$ cat src/rtl/dtm_pkg.sv
// Package: shared types for the DRAM test-mode controller.
// Assumes a single clock domain; strobes are already synchronous.
package dtm_pkg;

    // Kind of refresh recognised on a RAS edge
    typedef enum logic [2:0] {
        EV_NONE    = 3'd0,
        EV_WCBR    = 3'd1,
        EV_CBR     = 3'd2,
        EV_HIDDEN  = 3'd3,
        EV_RASONLY = 3'd4
    } refresh_e;

endpackage

$ cat src/rtl/dtm_strobe_decode.sv
// Module: strobe decoder. Detects RAS/CAS edges on the system clock,
// classifies each RAS cycle and reports access starts and refresh events.
// Assumes strobes are synchronous to clk and held at least one clock.
module dtm_strobe_decode
    import dtm_pkg::*;
#(
    parameter int ADDR_W = 10
) (
    input  logic              clk,
    input  logic              rst_n,
    input  logic              ras_n,
    input  logic              cas_n,
    input  logic              we_n,
    input  logic [ADDR_W-1:0] addr,
    output refresh_e          evt,
    output logic              acc_go,
    output logic              acc_wr,
    output logic [ADDR_W-1:0] row_q,
    output logic              rd_open
);

    logic ras_q, cas_q;
    logic pend;
    logic hid_arm;
    logic ras_fall, ras_rise, cas_fall;

    // Edge detection against the previous sample
    always_comb begin
        ras_fall = ras_q & ~ras_n;
        ras_rise = ~ras_q & ras_n;
        cas_fall = cas_q & ~cas_n;
    end

    // Refresh classification and access start
    always_comb begin
        evt = EV_NONE;
        if (ras_fall && !cas_n) begin
            if (hid_arm)    evt = EV_HIDDEN;
            else if (!we_n) evt = EV_WCBR;
            else            evt = EV_CBR;
        end else if (ras_rise && pend) begin
            evt = EV_RASONLY;
        end
        acc_go = cas_fall && !ras_n && pend;
        acc_wr = !we_n;
    end

    // Strobe history and row address latch
    always_ff @(posedge clk) begin
        if (!rst_n) begin
            ras_q <= 1'b1;
            cas_q <= 1'b1;
            row_q <= '0;
        end else begin
            ras_q <= ras_n;
            cas_q <= cas_n;
            if (ras_fall) row_q <= addr;
        end
    end

    // Pending flag: RAS is low and CAS has not yet fallen
    always_ff @(posedge clk) begin
        if (!rst_n)                   pend <= 1'b0;
        else if (ras_fall && cas_n)   pend <= 1'b1;
        else if (acc_go || ras_rise)  pend <= 1'b0;
    end

    // Open read: held from a read CAS fall until CAS is seen high
    always_ff @(posedge clk) begin
        if (!rst_n)               rd_open <= 1'b0;
        else if (cas_n)           rd_open <= 1'b0;
        else if (acc_go && we_n)  rd_open <= 1'b1;
    end

    // Hidden refresh arm: RAS rose during an open read with CAS low
    always_ff @(posedge clk) begin
        if (!rst_n)                     hid_arm <= 1'b0;
        else if (cas_n)                 hid_arm <= 1'b0;
        else if (ras_fall)              hid_arm <= 1'b0;
        else if (ras_rise && rd_open)   hid_arm <= 1'b1;
    end

    // an open read only starts from a read access
    assert_read_from_access_R1: assert property (@(posedge clk) disable iff (!rst_n)
        $rose(rd_open) |-> $past(acc_go && we_n));

    // hidden refresh arm implies CAS was held low
    assert_hidden_cas_low_R5: assert property (@(posedge clk) disable iff (!rst_n)
        hid_arm |-> $past(!cas_n));

    // a refresh event and an access start never coincide
    assert_evt_access_excl_R1: assert property (@(posedge clk) disable iff (!rst_n)
        (evt != EV_NONE) |-> !acc_go);

endmodule

$ cat src/rtl/dtm_mode_track.sv
// Module: test-mode flag. Sets on a keyed write-CAS-before-RAS cycle and
// clears on CBR, RAS-only or hidden refresh. Assumes one event per clock.
module dtm_mode_track
    import dtm_pkg::*;
#(
    parameter int ADDR_W = 10,
    parameter int KEY_W  = 10
) (
    input  logic              clk,
    input  logic              rst_n,
    input  refresh_e          evt,
    input  logic [ADDR_W-1:0] addr,
    output logic              test_mode
);

    logic key_ok;
    logic exit_evt;

    // Entry key and exit decode
    always_comb begin
        key_ok   = &addr[KEY_W-1:0];
        exit_evt = (evt == EV_CBR) || (evt == EV_HIDDEN) || (evt == EV_RASONLY);
    end

    // Test-mode flag register
    always_ff @(posedge clk) begin
        if (!rst_n)                          test_mode <= 1'b0;
        else if (exit_evt)                   test_mode <= 1'b0;
        else if (evt == EV_WCBR && key_ok)   test_mode <= 1'b1;
    end

    // entry only through a keyed WCBR cycle
    assert_entry_key_R2: assert property (@(posedge clk) disable iff (!rst_n)
        $rose(test_mode) |-> $past(evt == EV_WCBR && (&addr[KEY_W-1:0])));

    // exit only through one of the exit refresh kinds
    assert_exit_kind_R3: assert property (@(posedge clk) disable iff (!rst_n)
        $fell(test_mode) |-> $past(evt == EV_CBR || evt == EV_HIDDEN || evt == EV_RASONLY));

    // WCBR in test mode keeps the flag
    assert_wcbr_hold_R6: assert property (@(posedge clk) disable iff (!rst_n)
        (test_mode && evt == EV_WCBR) |=> test_mode);

endmodule

$ cat src/rtl/dtm_cell_array.sv
// Module: cell array with write steering and read compression.
// Each pin owns SUBS sub-blocks of LOCS bits. Normal accesses pick one
// sub-block by col[1:0]; test accesses fan out on write and compare on read.
module dtm_cell_array #(
    parameter int ADDR_W   = 10,
    parameter int PINS     = 4,
    parameter int ROW_BITS = 2,
    parameter int COL_BITS = 1
) (
    input  logic              clk,
    input  logic              rst_n,
    input  logic              acc_go,
    input  logic              acc_wr,
    input  logic              test_mode,
    input  logic [ADDR_W-1:0] row_q,
    input  logic [ADDR_W-1:0] addr,
    input  logic [PINS-1:0]   din,
    input  logic              rd_open,
    input  logic              cas_n,
    output logic [PINS-1:0]   dout,
    output logic              dout_oe
);

    localparam int SEL_W = 2;
    localparam int SUBS  = 1 << SEL_W;
    localparam int LOC_W = ROW_BITS + COL_BITS;
    localparam int LOCS  = 1 << LOC_W;

    logic [LOCS-1:0] mem [PINS][SUBS];
    logic [LOC_W-1:0] loc_now, loc_q;
    logic [SEL_W-1:0] sel_now, sel_q;
    logic             cmp_q;

    // Location and sub-block select from the latched row and live column
    always_comb begin
        loc_now = {row_q[ROW_BITS-1:0], addr[SEL_W +: COL_BITS]};
        sel_now = addr[SEL_W-1:0];
    end

    // Access latch: location, select and read flavour
    always_ff @(posedge clk) begin
        if (!rst_n) begin
            loc_q <= '0;
            sel_q <= '0;
            cmp_q <= 1'b0;
        end else if (acc_go) begin
            loc_q <= loc_now;
            sel_q <= sel_now;
            cmp_q <= test_mode;
        end
    end

    // Cell writes: one sub-block in normal mode, all in test mode
    always_ff @(posedge clk) begin
        if (!rst_n) begin
            for (int p = 0; p < PINS; p++)
                for (int s = 0; s < SUBS; s++)
                    mem[p][s] <= '0;
        end else if (acc_go && acc_wr) begin
            for (int p = 0; p < PINS; p++)
                for (int s = 0; s < SUBS; s++)
                    if (test_mode || sel_now == SEL_W'(s))
                        mem[p][s][loc_now] <= din[p];
        end
    end

    assign dout_oe = rd_open;

    // Per-pin read path: direct bit or four-way compare
    generate
        for (genvar gp = 0; gp < PINS; gp++) begin : g_pin
            logic [SUBS-1:0] bits;
            logic            same;

            // Gather the pin's sub-block bits at the latched location
            always_comb begin
                for (int s = 0; s < SUBS; s++) bits[s] = mem[gp][s][loc_q];
                same = (bits == '0) || (&bits);
                if (!rd_open)   dout[gp] = 1'b0;
                else if (cmp_q) dout[gp] = same;
                else            dout[gp] = bits[sel_q];
            end

            // a test write leaves all sub-blocks equal to the pin value
            assert_test_fill_R8: assert property (@(posedge clk) disable iff (!rst_n)
                $past(acc_go && acc_wr && test_mode) |->
                    (bits == {SUBS{$past(din[gp])}}));
        end
    endgenerate

    // output enable only while CAS was low
    assert_oe_cas_low_R10: assert property (@(posedge clk) disable iff (!rst_n)
        dout_oe |-> $past(!cas_n));

endmodule

$ cat src/rtl/dram_testmode_ctrl.sv
// Module: top of the DRAM compressed test-mode controller.
// Ties the strobe decoder, mode flag and cell array together.
// Assumes strobes synchronous to clk; reset is synchronous, active low.
module dram_testmode_ctrl #(
    parameter int ADDR_W   = 10,
    parameter int PINS     = 4,
    parameter int KEY_W    = 10,
    parameter int ROW_BITS = 2,
    parameter int COL_BITS = 1
) (
    input  logic              clk,
    input  logic              rst_n,
    input  logic              ras_n,
    input  logic              cas_n,
    input  logic              we_n,
    input  logic [ADDR_W-1:0] addr,
    input  logic [PINS-1:0]   din,
    output logic [PINS-1:0]   dout,
    output logic              dout_oe,
    output logic              test_active
);

    dtm_pkg::refresh_e evt;
    logic              acc_go, acc_wr, rd_open;
    logic [ADDR_W-1:0] row_q;

    dtm_strobe_decode #(.ADDR_W(ADDR_W)) u_decode (
        .clk(clk), .rst_n(rst_n), .ras_n(ras_n), .cas_n(cas_n), .we_n(we_n),
        .addr(addr), .evt(evt), .acc_go(acc_go), .acc_wr(acc_wr),
        .row_q(row_q), .rd_open(rd_open)
    );

    dtm_mode_track #(.ADDR_W(ADDR_W), .KEY_W(KEY_W)) u_mode (
        .clk(clk), .rst_n(rst_n), .evt(evt), .addr(addr), .test_mode(test_active)
    );

    dtm_cell_array #(
        .ADDR_W(ADDR_W), .PINS(PINS), .ROW_BITS(ROW_BITS), .COL_BITS(COL_BITS)
    ) u_cells (
        .clk(clk), .rst_n(rst_n), .acc_go(acc_go), .acc_wr(acc_wr),
        .test_mode(test_active), .row_q(row_q), .addr(addr), .din(din),
        .rd_open(rd_open), .cas_n(cas_n), .dout(dout), .dout_oe(dout_oe)
    );

endmodule

$ cat config.mk
export PLATFORM = sky130hd
export DESIGN_NAME = dram_testmode_ctrl
export DESIGN_NICKNAME = d
export VERILOG_FILES = /design/src/rtl/dtm_pkg.sv /design/src/rtl/dtm_strobe_decode.sv /design/src/rtl/dtm_mode_track.sv /design/src/rtl/dtm_cell_array.sv /design/src/rtl/dram_testmode_ctrl.sv
export SDC_FILE = /design/constraint.sdc
export NUM_CORES = 1
export LEC_CHECK = 0
export ABC_AREA = 1
export BUFFER_PORTS_ARGS = -buffer_cell sky130_fd_sc_hd__buf_2
export CAP_MARGIN = 20
export CORE_UTILIZATION = 65
export DETAILED_ROUTE_END_ITERATION = 6
export PLACE_DENSITY_LB_ADDON = 0.2
export SYNTH_ARGS = -nofsm -noshare
export SYNTH_HDL_FRONTEND = slang
export SYNTH_SLANG_ARGS = --single-unit
$ cat constraint.sdc
create_clock -name clk -period 3.9 [get_ports clk]
set_input_delay 0 -clock clk [delete_from_list [all_inputs] [get_ports clk]]
set_output_delay 0 -clock clk [all_outputs]
set_load 0.1 [all_outputs]
==> results.py, run 1 <==
metrics = {
    "cells_and_area": {
        "drive_above_1_share_pct": 7.97,
        "fin_area_sq_um": 8190,
        "antenna_cells": 0,
        "final_util_pct": 75.2,
        "area_growth_pct": 12.5,
        "finalNetCount": 935,
    },
    "hold_path": {
        "hold_depth": 4,
        "hp-class": "input pin to flop",
        "hold_start": "din[2]",
        "holdPathEnd": "u_cells.mem[2][3]",
    },
    "logic_synthesis": {
        "synth_area_sq_um": 7280,
        "synth_cells": 895,
        "syn_avg_cell_area_sq_um": 8.14,
        "syn-num-nets": 914,
        "synth-edff-count": 128,
        "ys_top_cells_by_area": "edfxtp_1 (53%), nand2_1 (17%), nand3_1 (7.6%)",
        "ys_warn_count": 0,
        "synth_cell_type_count": 24,
        "synth_ff_type": "edfxtp_1",
        "synthArstFlopShare_pct": 0,
        "synth-seq-cells": 142,
        "yosysMostFrequentCell": "nand2_1",
        "synthTopCellsByCount": "nand2_1 (334), edfxtp_1 (128), inv_1 (115)",
        "synth_top_area_share_pct": 52.8,
        "synth_top_cell_by_area": "edfxtp_1",
        "seq_area_frac_synth_pct": 56.6,
    },
    "timing": {
        "post-route-min-period_ps": 3330,
        "period_share_pct": 85.4,
        "rsz0062_at_grt": "no",
        "setup_tns_ps": 0,
        "tightest_slew_ps": 1220,
        "finalHoldViolations": 0,
        "slew_headroom_pct": 18.3,
        "max_freq_mhz": 300,
        "setup_ws_ps": 571,
        "slew_violations": 0,
        "setup_viol": 0,
        "finClkSkew_ps": 5.74,
    },
    "drt": {
        "viasPerCell": 5.78,
        "drc": 0,
        "firstDrtPassIters": 7,
        "vias": 6179,
        "antenna_left": 0,
        "drt_iter0_drc": 785,
        "wl_um": 18300,
        "wire_per_inst_um": 17.1,
    },
    "placed_design": {
        "gp_congestion": 0.922,
        "pre_cts_ws_ps": 1200,
        "io_buffers": 24,
        "hpwl_um": 11200,
        "placed_cell_area_sq_um": 7420,
    },
    "status": {
        "status": "complete, no violations",
    },
    "clocking": {
        "cts_resized": 0,
        "clock_tree.root_cell": "clkbuf_8",
        "cts_tree": "built",
        "post_cts_buffers": 0,
        "numCtsBuffers": 17,
        "insertion_delay_ps": 540,
        "clockBufferDepth": 2,
        "cts_sinks": 142,
        "path_clk_slew_ps": 60,
        "htreeDepth": 4,
    },
    "global_route": {
        "grt_pass1_vias": 5947,
        "grt_max_degree": 85,
        "grt_pass1_wl_um": 29100,
        "grt_use_total_pct": 34.0,
        "overflow": 0,
        "antenna_found_initial": 0,
    },
    "critical_path": {
        "crit_path_start": "u_cells.loc_q[2]",
        "cpMaxStageDelayCell": "dfxtp_1",
        "startpoint_type": "flop",
        "slowest_delay_ps": 1000,
        "cp-end-kind": "primary output",
        "worstPathArrival_ps": 3330,
        "worstRegToRegCells": 8,
        "cp.required_ps": 3900,
        "crit_top_cell": "nand2_1",
        "regToRegEndpoint": "u_mode.test_mode",
        "critical_path_peak_fanout": 25,
        "crit_chain": "inv_2, nand3_1, nand2_1, nor2_1, nand2_1, nand3_1, nand2_1, nor2_1, buf_2",
        "rr_startpoint": "u_decode.ras_q",
        "regToRegSetupSlack_ps": 1520,
        "path_class": "flop to primary output",
    },
    "floorplanning": {
        "initial_utilization_pct": 66.9,
        "ios": 25,
        "std_cell_rows": 38,
        "die_x_um": 108,
        "die-height_um": 108,
        "core_sq_um": 10900,
        "die_area_sq_um": 11600,
    },
    "pwr": {
        "clkPwrFrac_pct": 47.2,
        "intPower_w": 0.00293,
        "p_sw_w": 0.000816,
        "max-vdd-ir-drop_mv": 0.326,
        "power_density_nw_per_um2": 458,
        "p_leak_nw": 3.75,
        "p_comb_share_pct": 6.7,
        "p_sw_share_pct": 21.8,
        "pwr-share-seq_pct": 46.1,
    },
    "run": {
        "maxCapViolCount": 0,
    },
}
[flip-flops by register name, indices dropped and copies added (netlist names), 2 cells and up]
name,count
u_cells.mem,128
u_cells.loc_q,3
u_decode.row_q,2
u_cells.sel_q,2
[critical path: cells and delay by family, from the launching register on]
kind / cells / cell delay [ps]
flip-flops: 1 / 1000
buffers and inverters: 2 / 930
AND/OR/NAND/NOR: 7 / 850
[final cells by class]
cell class	count	area [sq um]
sequential	142	4130
fill	768	2700
multi-input combinational	588	2480
clock buffer	22	463
inverter	123	462
timing repair buffer	44	298
clock inverter	10	184
tap	140	175
[routing by layer]
metal	GRT usage (%)	vias to the layer above	wire, um
li1	-	2881	-
met1	44.9	2872	7070
met2	54.3	382	8830
met3	6.36	44	1900
met4	16.5	0	461
met5	0	-	0
[cell usage in the layout, fill, tap and decap left out]
cell / instances
dfxtp_2: 1
nor4_4: 1
edfxtp_1: 128
nor3_1: 9
bufinv_16: 5
a2111oi_4: 1
inv_1: 115
nor2_1: 92
nand4_1: 2
nand2_1: 334
o211ai_1: 2
clkinv_4: 1
buf_2: 24
nand4_4: 1
clkinv_2: 2
inv_2: 5
clkbuf_16: 16
clkbuf_8: 4
buf_4: 7
nand3_1: 111
nor2_2: 3
and2_1: 4
clkinv_1: 3
clkinvlp_4: 2
o21ai_0: 10
clkbuf_1: 2
dfxtp_1: 13
clkbuf_2: 1
a211oi_1: 1
dlygate4sd3_1: 12
a21oi_1: 17
[power groups by stage]
stage               registers, W  clock network (W)  logic [W]
floorplan                0.00175                  0   0.000175
global placement         0.00176                  0   0.000228
detailed placement       0.00176                  0   0.000235
CTS                      0.00173            0.00177   0.000245
global route             0.00173            0.00182   0.000279
finish                   0.00173            0.00177   0.000253
[worst max-delay path by stage]
| stage | end | slack [ps] | cells after the start |
|---|---|---|---|
| after CTS | dout[3] | 630 | 9 |
| after global placement | dout[3] | 1230 | 9 |
| after global routing | dout[3] | 360 | 9 |
| after floorplan | dout[0] | 1410 | 12 |
| after detailed placement | dout[3] | 1200 | 9 |
| final | dout[3] | 570 | 9 |
[cells by family after synthesis]
family / Yosys count / share of synthesized area, %
AND/OR/NAND/NOR: 557 / 31.5
buffers and inverters: 165 / 9.31
flip-flops: 142 / 56.6
AO/OA/AOI/OAI: 31 / 2.54
[stage by stage]
step | total power (W) | hold WS (ps) | instances
after floorplan | 0.00192 | 103 | 895
after detailed placement | 0.00199 | 268 | 1024
final | 0.00375 | 78.2 | 1069
after CTS | 0.00374 | 62.3 | 1068
after global routing | 0.00383 | 88.7 | 1069
after global placement | 0.00198 | 256 | 1024
[what timing repair did]
item                                    in CTS  in global routing
endpoints found under the setup margin       0                  0
endpoints found under the hold margin       21                  0
hold buffers                                12                  0
Power figures use the tool's default switching activity.
==> run 2, diff against run 1 <==
--- a/config.mk
+++ b/config.mk
@@ -6,7 +6,7 @@
 export NUM_CORES = 1
 export LEC_CHECK = 0
 export ABC_AREA = 1
-export BUFFER_PORTS_ARGS = -buffer_cell sky130_fd_sc_hd__buf_2
+export BUFFER_PORTS_ARGS = -buffer_cell sky130_fd_sc_hd__clkbuf_2
 export CAP_MARGIN = 20
 export CORE_UTILIZATION = 65
 export DETAILED_ROUTE_END_ITERATION = 6
==> run 2 against run 1 <==
Sequential cell count unchanged. Clock-buffer cell count fell by 4. Worst setup slack got worse by 3.5 ps. Clock power shrank 5%. Global-route usage rose by 0.51 points.
==> results.py, run 2 (same netlist as run 1, synthesis figures left out) <==
metrics = {
    "status": {
        "status": "complete, no violations",
    },
    "placed_design": {
        "io_buffers": 24,
        "placed_cell_area_sq_um": 7420,
        "dp_cells": 1024,
        "hpwl_um": 11300,
        "gp_congestion": 0.948,
    },
    "timing": {
        "slew_headroom_pct": 18.0,
        "post-route-min-period_ps": 3330,
        "finClkSkew_ps": 6.29,
        "slew_violations": 0,
        "setup_tns_ps": 0,
        "tightest_slew_ps": 1220,
        "period_share_pct": 85.4,
        "max_freq_mhz": 300,
        "rsz0062_at_grt": "no",
        "finalHoldViolations": 0,
        "setup_viol": 0,
    },
    "critical_path": {
        "path_class": "flop to primary output",
        "critical_path_peak_fanout": 25,
        "cp.required_ps": 3900,
        "cp-end-kind": "primary output",
        "worstPathArrival_ps": 3330,
        "startpoint_type": "flop",
    },
    "drt": {
        "antenna_left": 0,
        "vias": 6234,
        "firstDrtPassIters": 6,
        "wl_um": 18600,
        "drt_iter0_drc": 717,
        "viasPerCell": 5.83,
        "drc": 0,
        "wire_per_inst_um": 17.4,
    },
    "cells_and_area": {
        "reg_top3": "u_cells.mem: 128 flops, u_cells.loc_q: 3 flops",
        "antenna_cells": 0,
        "drive_above_1_share_pct": 7.86,
        "fin_area_sq_um": 8160,
        "finalNetCount": 935,
        "mostFrequentLayoutCell": "nand2_1",
        "regMostFlops": "u_cells.mem",
        "area_growth_pct": 12.0,
        "largest_reg_flops": 128,
        "layout_common_cells": "nand2_1 (334), edfxtp_1 (128), inv_1 (115)",
        "instances_no_fill": 1069,
    },
    "global_route": {
        "antenna_found_initial": 0,
        "grt_pass1_wl_um": 29600,
        "grt_use_total_pct": 34.5,
        "grt_pass1_vias": 6131,
        "overflow": 0,
        "grt_max_degree": 85,
    },
    "clocking": {
        "cts_resized": 0,
        "numCtsBuffers": 17,
        "htreeDepth": 4,
        "clock_tree.root_cell": "clkbuf_8",
        "cts_tree": "built",
        "clockBufferDepth": 2,
        "path_clk_slew_ps": 60,
        "insertion_delay_ps": 540,
        "cts_sinks": 142,
    },
    "pwr": {
        "power_density_nw_per_um2": 449,
        "max-vdd-ir-drop_mv": 0.309,
        "p_leak_nw": 3.73,
    },
    "floorplanning": {
        "ios": 25,
        "std_cell_rows": 38,
        "core_sq_um": 10900,
        "initial_utilization_pct": 66.9,
        "die_x_um": 108,
        "die-height_um": 108,
        "die_area_sq_um": 11600,
    },
    "run": {
        "maxCapViolCount": 0,
    },
    "hold_path": {
        "hp-class": "input pin to flop",
    },
}
## run 2: where the power goes
group          total [W]  leakage, nW  switching [W]  internal [W]
sequential       0.00173         1.43      0.0000231       0.00170
clock            0.00168        0.289       0.000637       0.00104
combinational   0.000255         2.00       0.000178     0.0000762
## run 2: layout make-up
type,instances,area (sq um)
Clock buffer,18,418
Tap cell,140,175
Inverter,123,462
Multi-Input combinational cell,588,2480
Fill cell,740,2730
Sequential cell,142,4130
Timing Repair Buffer,44,303
Clock inverter,14,191
## run 2: critical path: stages (launching register included)
cell	delay (ps)
dfxtp_1	1000
inv_2	430
nand3_1	240
nand2_1	90
nor2_1	120
nand2_1	60
nand3_1	80
nand2_1	50
nor2_1	220
clkbuf_2	510
## run 2: routing by layer
layer  vias to the layer above  part of all wire [%]  routed length [um]  GRT usage (%)
li1                       2892                     -                   -              -
met1                      2918                    39                7270           44.0
met2                       359                    48                8960           56.3
met3                        65                   9.3                1730           6.36
met4                         0                   3.6                 671           18.0
met5                         -                     0                   0              0
## run 2: what timing repair did
item / CTS / global route
hold buffers: 13 / 0
hold endpoints to repair: 23 / 0
buffers inserted: 0 / 0
## run 2: per-stage QoR
stage	total power [W]	hold slack [ps]	setup WS [ps]	util, %
global placement	0.00199	262	1270	68.1
CTS	0.00365	59.9	684	74.9
global route	0.00374	107	438	74.9
finish	0.00366	86.2	567	74.9
detailed placement	0.00199	272	1280	68.1
floorplan	0.00192	103	1410	-
## run 2: path summary, 6_finish.rpt
path | start | end | slack [ps] | cells after the start
worst min-delay path | din[2] | u_cells.mem[2][16] | 90 | 4
worst max-delay path | u_cells.loc_q[2] | dout[3] | 570 | 9
worst min register to register | u_decode.hid_arm | u_decode.hid_arm | 560 | 4
worst max register to register | u_decode.ras_q | u_mode.test_mode | 1450 | 8
